[config.mk]
export PLATFORM = sky130hd
export DESIGN_NAME = alu_cc
export DESIGN_NICKNAME = d
export VERILOG_FILES = /design/src/rtl/alu_cc_pkg.sv /design/src/rtl/alu_operand_prep.sv /design/src/rtl/alu_adder.sv /design/src/rtl/alu_flag_merge.sv /design/src/rtl/alu_cc.sv
export SDC_FILE = /design/constraint.sdc
export NUM_CORES = 1
export LEC_CHECK = 0
export ABC_AREA = 0
export ABC_CLOCK_PERIOD_IN_PS = 4200
export BUFFER_PORTS_ARGS = -buffer_cell sky130_fd_sc_hd__buf_4
export CORE_UTILIZATION = 53
export CTS_BUF_LIST = sky130_fd_sc_hd__clkbuf_8
export CTS_CLUSTER_DIAMETER = 100
export DETAILED_ROUTE_END_ITERATION = 10
export GPL_TIMING_DRIVEN = 1
export PLACE_DENSITY_LB_ADDON = 0.1
export SYNTH_ARGS = -nofsm -noshare
export SYNTH_HDL_FRONTEND = slang
export SYNTH_HIERARCHICAL = 1
export SYNTH_SLANG_ARGS = --single-unit
[constraint.sdc]
create_clock -name clk -period 4.2 [get_ports clk]
set_input_delay 0.63 -clock clk [delete_from_list [all_inputs] [get_ports clk]]
set_output_delay 0.63 -clock clk [all_outputs]
set_load 0.02 [all_outputs]
[src/rtl/alu_cc_pkg.sv]
package alu_cc_pkg;

  typedef enum logic [2:0] {
    OP_ADD  = 3'd0,
    OP_ADC  = 3'd1,
    OP_SUB  = 3'd2,
    OP_SBC  = 3'd3,
    OP_NEG  = 3'd4,
    OP_INC  = 3'd5,
    OP_DEC  = 3'd6,
    OP_PASS = 3'd7
  } alu_op_e;

  localparam int CC_W = 5;

  // flag vector order: h n z v c (bit 4 down to bit 0)
  typedef struct packed {
    logic h;
    logic n;
    logic z;
    logic v;
    logic c;
  } cc_t;

  // which flags an operation is allowed to rewrite
  function automatic logic [CC_W-1:0] flag_mask(alu_op_e op);
    logic [CC_W-1:0] m;
    case (op)
      OP_ADD, OP_ADC:         m = 5'b11111;
      OP_SUB, OP_SBC, OP_NEG: m = 5'b01111;
      OP_INC, OP_DEC:         m = 5'b01110;
      default:                m = 5'b00000;
    endcase
    return m;
  endfunction

  // operations whose carry-out must be inverted into a borrow
  function automatic logic is_borrow_op(alu_op_e op);
    return (op == OP_SUB) || (op == OP_SBC) || (op == OP_NEG) || (op == OP_DEC);
  endfunction

endpackage

[src/rtl/alu_operand_prep.sv]
module alu_operand_prep
  import alu_cc_pkg::*;
#(
  parameter int W = 8
) (
  input  alu_op_e        op,
  input  logic [W-1:0]   a,
  input  logic [W-1:0]   b,
  input  logic           c_in,
  output logic [W-1:0]   x,
  output logic [W-1:0]   y,
  output logic           cin,
  output logic           borrow_mode
);

  always_comb begin
    x   = a;
    y   = '0;
    cin = 1'b0;
    case (op)
      OP_ADD: begin y = b;  cin = 1'b0;  end
      OP_ADC: begin y = b;  cin = c_in;  end
      OP_SUB: begin y = ~b; cin = 1'b1;  end
      OP_SBC: begin y = ~b; cin = ~c_in; end
      OP_NEG: begin x = '0; y = ~a; cin = 1'b1; end
      OP_INC: begin y = '0; cin = 1'b1;  end
      OP_DEC: begin y = '1; cin = 1'b0;  end
      default: begin y = '0; cin = 1'b0; end
    endcase
  end

  assign borrow_mode = is_borrow_op(op);

endmodule

[src/rtl/alu_adder.sv]
module alu_adder #(
  parameter int W = 8
) (
  input  logic [W-1:0] x,
  input  logic [W-1:0] y,
  input  logic         cin,
  output logic [W-1:0] sum,
  output logic         c_top,
  output logic         c_half,
  output logic         ovf
);

  localparam int HALF = W / 2;
  localparam int UPW  = W - HALF;

  logic [HALF:0] lo;
  logic [UPW:0]  hi;

  // split at the nibble boundary so the half carry falls out directly
  assign lo = {1'b0, x[HALF-1:0]} + {1'b0, y[HALF-1:0]} + {{HALF{1'b0}}, cin};
  assign hi = {1'b0, x[W-1:HALF]} + {1'b0, y[W-1:HALF]} + {{UPW{1'b0}}, lo[HALF]};

  assign sum    = {hi[UPW-1:0], lo[HALF-1:0]};
  assign c_half = lo[HALF];
  assign c_top  = hi[UPW];
  assign ovf    = (x[W-1] == y[W-1]) && (sum[W-1] != x[W-1]);

endmodule

[src/rtl/alu_flag_merge.sv]
module alu_flag_merge
  import alu_cc_pkg::*;
#(
  parameter int W = 8
) (
  input  alu_op_e          op,
  input  logic [W-1:0]     sum,
  input  logic             c_top,
  input  logic             c_half,
  input  logic             ovf,
  input  logic             borrow_mode,
  input  logic [CC_W-1:0]  flags_in,
  output logic [CC_W-1:0]  flags_out
);

  cc_t             fresh;
  logic [CC_W-1:0] mask;
  logic [CC_W-1:0] fresh_v;

  always_comb begin
    fresh.h = c_half;
    fresh.n = sum[W-1];
    fresh.z = ~|sum;
    fresh.v = ovf;
    fresh.c = borrow_mode ? ~c_top : c_top;
  end

  assign mask    = flag_mask(op);
  assign fresh_v = fresh;

  for (genvar i = 0; i < CC_W; i++) begin : g_bit
    assign flags_out[i] = mask[i] ? fresh_v[i] : flags_in[i];
  end

endmodule

[src/rtl/alu_cc.sv]
module alu_cc
  import alu_cc_pkg::*;
#(
  parameter int W = 8
) (
  input  logic             clk,
  input  logic             rst,
  input  logic [2:0]       op_i,
  input  logic [W-1:0]     a_i,
  input  logic [W-1:0]     b_i,
  input  logic [CC_W-1:0]  flags_i,
  output logic [W-1:0]     result_o,
  output logic [CC_W-1:0]  flags_o
);

  localparam logic [W-1:0] MOST_NEG = {1'b1, {(W-1){1'b0}}};

  alu_op_e         op;
  logic [W-1:0]    x, y, sum;
  logic            cin, borrow_mode, c_top, c_half, ovf;
  logic [CC_W-1:0] flags_next;
  logic [W-1:0]    result_q;
  logic [CC_W-1:0] flags_q;
  logic            loaded_q;

  assign op = alu_op_e'(op_i);

  alu_operand_prep #(.W(W)) u_prep (
    .op(op), .a(a_i), .b(b_i), .c_in(flags_i[0]),
    .x(x), .y(y), .cin(cin), .borrow_mode(borrow_mode)
  );

  alu_adder #(.W(W)) u_add (
    .x(x), .y(y), .cin(cin),
    .sum(sum), .c_top(c_top), .c_half(c_half), .ovf(ovf)
  );

  alu_flag_merge #(.W(W)) u_merge (
    .op(op), .sum(sum), .c_top(c_top), .c_half(c_half), .ovf(ovf),
    .borrow_mode(borrow_mode), .flags_in(flags_i), .flags_out(flags_next)
  );

  always_ff @(posedge clk) begin
    if (rst) begin
      result_q <= '0;
      flags_q  <= '0;
      loaded_q <= 1'b0;
    end else begin
      result_q <= sum;
      flags_q  <= flags_next;
      loaded_q <= 1'b1;
    end
  end

  assign result_o = result_q;
  assign flags_o  = flags_q;

  AST_Z_TRACKS: assert property (@(posedge clk) disable iff (rst)
    loaded_q && ($past(op_i) != 3'd7) |-> (flags_o[2] == (result_o == '0)));
  AST_N_TRACKS: assert property (@(posedge clk) disable iff (rst)
    loaded_q && ($past(op_i) != 3'd7) |-> (flags_o[3] == result_o[W-1]));
  AST_C_KEPT: assert property (@(posedge clk) disable iff (rst)
    loaded_q && ($past(op_i) >= 3'd5) |-> (flags_o[0] == $past(flags_i[0])));
  AST_H_KEPT: assert property (@(posedge clk) disable iff (rst)
    loaded_q && ($past(op_i) >= 3'd2) |-> (flags_o[4] == $past(flags_i[4])));
  AST_NEG_OVF: assert property (@(posedge clk) disable iff (rst)
    loaded_q && ($past(op_i) == 3'd4) |-> (flags_o[1] == ($past(a_i) == MOST_NEG)));
  AST_PASS_THRU: assert property (@(posedge clk) disable iff (rst)
    loaded_q && ($past(op_i) == 3'd7) |-> (result_o == $past(a_i)) && (flags_o == $past(flags_i)));

endmodule

Word-level counts from Yosys, hierarchy flattened. Cells that the tools add are included.

Register bits: 13. Input port bits: 26. Output and inout bits: 13. Logic and storage cells: 40.

Add/subtract/negate cells: 4. Eq/ne operators: 8. Multiplexer cells: 10. Bitwise gates (word level): 4. Reductions and logical operators: 12.

Operators with widths (number): $pmux 8 s4 (1); $not 8->8 (2); $pmux 5 s3 (1); $add 4x4->5 (2); $add 5x1->5 (2); $eq 3x3->1 const B (3); $mux 8 (1); $reduce_or 8->1 (1); $eq 3x2->1 const B (2); $mux 1 (6); $reduce_or 2->1 (3); $reduce_or 3->1 (2); $eq 3x1->1 const B (1); $logic_not 3->1 (1); $logic_or 1x1->1 (3); $pmux 1 s3 (1); $not 1->1 (2); $eq 1x1->1 (1); $logic_and 1x1->1 (1); $logic_not 1->1 (1); $ne 1x1->1 (1).

Logic depth before layout (Yosys ltp).
Depth after elaboration: 9. Depth in mapped cells: 18. Depth with buffers taken out: 16.

Hierarchy. Netlist, hierarchy kept.

Modules (own cells, without submodules): alu_operand_prep (instances 1, cells each 49, area each 427.9 sq um, sequential area each 0.0 sq um); alu_cc (instances 1, cells each 27, area each 395.4 sq um, sequential area each 260.2 sq um); alu_adder (instances 1, cells each 39, area each 325.3 sq um, sequential area each 0.0 sq um); alu_flag_merge (instances 1, cells each 12, area each 103.8 sq um, sequential area each 0.0 sq um).

Worst setup path after synthesis. Ideal clock, no wire load.

Kind: input-to-reg. Start point: input port op_i[1]. End point: register flags_q[0] (netlist: flags_o[0]). Library setup time: 115 ps. Arrival: 3584 ps. Required time: 4085 ps. Path slack: 501 ps. Cell stages on the path: 18. Path buffers: 2. Path through: buf_4 > buf_2 > nand3b_1 > o311a_1 > inv_1 > fa_1 > inv_1 > fa_1 > a21o_1 > a21oi_1 > fa_1 > fa_1 > nor2b_1 > o21ai_0 > nand2b_1 > xor2_1 > mux2_2 > nor2b_4.

Word-level cells in the longest chain between the ends: 9. Elaborated cells between the ends (all ways): 26. Those cells by class: add/sub (4); eq/ne (6); mux (6); bitwise (1); reduce/logical (9).

RTL lines: from (decl) (RTL line alu_cc.sv:8) `input logic [2:0] op_i,`; $eq 3x2->1, or another cell as far along (RTL line alu_operand_prep.sv:20) `case (op)`; $reduce_or 2->1 (no line); $pmux 8 s4 * (RTL line alu_operand_prep.sv:20); via y[0] (RTL line alu_cc.sv:19) `logic [W-1:0] x, y, sum;`; $add 4x4->5 * (RTL line alu_adder.sv:20) `assign lo = {1'b0, x[HALF-1:0]} + {1'b0, y[HALF-1:0]} + {{HALF{1'b0}}, cin};`; $add 5x1->5 * (RTL line alu_adder.sv:20); $add 5x1->5 * (RTL line alu_adder.sv:21) `assign hi = {1'b0, x[W-1:HALF]} + {1'b0, y[W-1:HALF]} + {{UPW{1'b0}}, lo[HALF]};`; via c_top (RTL line alu_cc.sv:20) `logic cin, borrow_mode, c_top, c_half, ovf;`; $not 1->1 (RTL line alu_flag_merge.sv:25) `fresh.c = borrow_mode ? ~c_top : c_top;`; $mux 1 * (RTL line alu_flag_merge.sv:25); $mux 1 * (RTL line alu_flag_merge.sv:32) `assign flags_out[i] = mask[i] ? fresh_v[i] : flags_in[i];`; via flags_next[0] (RTL line alu_cc.sv:21) `logic [CC_W-1:0] flags_next;`; to (signal assigned) (RTL line alu_cc.sv:50) `flags_q <= flags_next;`; to (decl) (RTL line alu_cc.sv:23) `logic [CC_W-1:0] flags_q;`.

Mark *: on every way through the listed nets, which the timed path passes. The rest lies on a longest branch. A chain may end at the register's enable or synchronous reset.

Worst setup path after layout.
Start point: input port op_i[2]. End point: register flags_q[0] (netlist: flags_o[0]).

Same word-level chain as after synthesis.

==> flow_summary.toml <==
[status]
status = "complete, no violations"

[pwr]
p_leak_nw = 0.7784
power.total_mw = 0.4911
power_density_mw_per_mm2 = 311.8
irDropWorstVdd_v = 0.0003120

[clocking]
clockBufferDepth = 2
post_cts_hold_buffer_count = 0
post-cts-setup-buffers = 0
tritoncts.num_buffers = 3
worst_setup_hold_path_clk_slew_ns = 0.05
cts_root_buf = "clkbuf_8"
cts_resized = 0
htree_levels = 1
cts_tree = "done"
clock_sink_count = 13

[final_layout]
final_layout_size_suffix_gt1_frac = 0.4329
synth_to_layout_area_growth_pct = 25.77
antenna-diode-count = 0
finalCoreUtilization = 0.7121
layout.nets = 201
layout.cell_area.non_filler_sq_mm = 0.001575
instances_no_fill = 192

[sta]
worst_max_slew_pin_slew_ns = 0.3632
hold_viol = 0
timing.setup.tns_ns = 0
report.final.setup_viol = 0
final_report_max_slew_violation_count = 0
period_minus_slack_ns = 3.668
maxSlewHeadroom = 0.7576
rsz0062_at_grt = "no"
layout_worst_path_cycle_share = 0.8732
timing.fmax_mhz = 272.7

[floorplan]
top_level_ports = 39
chipHeight_um = 50.61
site_rows = 17
placeableCoreArea_sq_mm = 0.002212
die_area_sq_mm = 0.002561
die_w_um = 50.61
start_util = 0.5662

[global_routing]
grt_start_max_net_pins = 33
grt_pass1_vias = 1032
grt_remaining_overflow = 0
antenna_found_initial = 0
grt_util_all_layers = 0.2148
global_route_wire_length_before_repair_um = 4098

[yosys]
synthTopCellsByCount = "dfxtp_1, nor2b_1, inv_1, nor2b_4"
syn_nets = 163
number_of_synthesized_flops_with_an_enable_pin = 0
seq_area_frac_synth = 0.2078
postSynth.topFlopCell = "dfxtp_1"
ys.warnings.count = 6
postSynthRegisterBits = 13
synth.distinct_cells = 35
synthArstFlopShare = 0
synth.top_cell.area_share = 0.2078
syn_area_sq_mm = 0.001252
syn-mean-instance-area_sq_um = 9.862
ranking_of_synthesized_cells_by_area = "dfxtp_1, nor2b_4, nor2b_1"
synthesis.instances = 127
yosysTopAreaCell = "dfxtp_1"

[run]
max-cap-violations = 0

[worst_hold_path]
holdCritPathClass = "in -> reg"

[routing]
detailedRoute.firstIterationViolations = 15
final_antenna_net_count = 0
post-route-drc-count = 0
dr_total_vias = 1014
first_pass_iters = 4
wl_per_cell_um = 12.99
post_route_wl_um = 2494
route.detailed.vias_per_inst = 5.281

[placed_design]
placedInstanceArea_sq_mm = 0.001530
place_hpwl_um = 1900
buffer_ports.inserted = 38
gp_congestion = 0.7873
placed_cells_incl_taps = 188

[setup_path]
worstSetupStartpointType = "primary input"
arrival_ns = 3.80
critPathKind = "in -> reg"
worst_ep_required_time_ns = 4.34
crit_fanout = 32
end_kind = "flip-flop"
-- layout make-up --
type / count / area, sq um
fillers: 200 / 636.9
repair buffers: 38 / 285.3
clock buffers: 3 / 41.29
flip-flops and latches: 13 / 260.3
inverters: 12 / 45.04
clock inverters: 1 / 3.754
well taps: 28 / 35.03
multi-input cells: 97 / 904.6
-- stage by stage --
step	setup slack (ns)	hold WS (ns)
floorplan	0.5010	0.8382
global placement	0.3989	0.9476
detailed placement	0.2908	0.9521
CTS	0.5312	0.6982
global route	0.3006	0.6988
finish	0.5324	0.7003
-- per-layer routing --
metal  global-route usage  share of wire  up-vias
met1               0.2296           0.42      483
met4              0.06019         0.0084        0
met3              0.07576          0.049        2
met2               0.3933           0.52       24
li1                     -              -      505
met5                    0              0        -
-- registers in the layout, indices dropped and copies added, names as in the netlist --
register	cells
flags_o	5
result_o	8
-- cell usage in the layout (no fill, tap or decap), drive strengths merged --
master and count:
buf 38, nor2b 30, inv 13, dfxtp 13
and2b 9, nand3b 8, o311a 8, ha 6
mux2 5, fa 4, clkbuf 3, xor2 3
xnor2 3, a21oi 3, o21ai 3, a21o 2
nor2 2, nor4 2, nand2 2, a31oi 1
nand2b 1, nand3 1, and4 1, a31o 1
nor3b 1, o21a 1
-- power by group --
group          leakage [nW]  internal, mW  switching [mW]  total [mW]
clock network        0.0269        0.0646          0.0455       0.110
registers             0.108         0.144         0.00505       0.149
logic                 0.643         0.119           0.113       0.232
-- worst paths after layout --
path / to / start / cells past startpoint
setup / recovery: flags_o[0]$_SDFF_PP0_ / op_i[2] / 17
hold / removal: flags_o[0]$_SDFF_PP0_ / rst / 2
-- cells by family (layout without fill, tap and decap cells) --
kind of cell / Yosys count / after routing / share of synthesized area
xor+xnor: 6 / 6 / 0.04197
mux: 5 / 5 / 0.04795
flops: 13 / 13 / 0.2078
buf+inv: 17 / 54 / 0.06992
simple gates: 57 / 57 / 0.3846
fa+ha+maj: 10 / 10 / 0.1239
compound gates: 19 / 19 / 0.1239
-- critical path: stages --
cell and delay, ns:
buf_4 0.25, nor2b_4 0.19, o311a_1 0.16, inv_1 0.05, fa_1 0.41, inv_1 0.10, fa_1 0.21, a21o_1 0.13
a21oi_1 0.08, fa_1 0.42, fa_1 0.43, nor2b_1 0.12, o21ai_0 0.08, nand2b_1 0.09, xor2_1 0.06, mux2_2 0.26
nor2b_4 0.12
(Power assumes the default switching activity.)
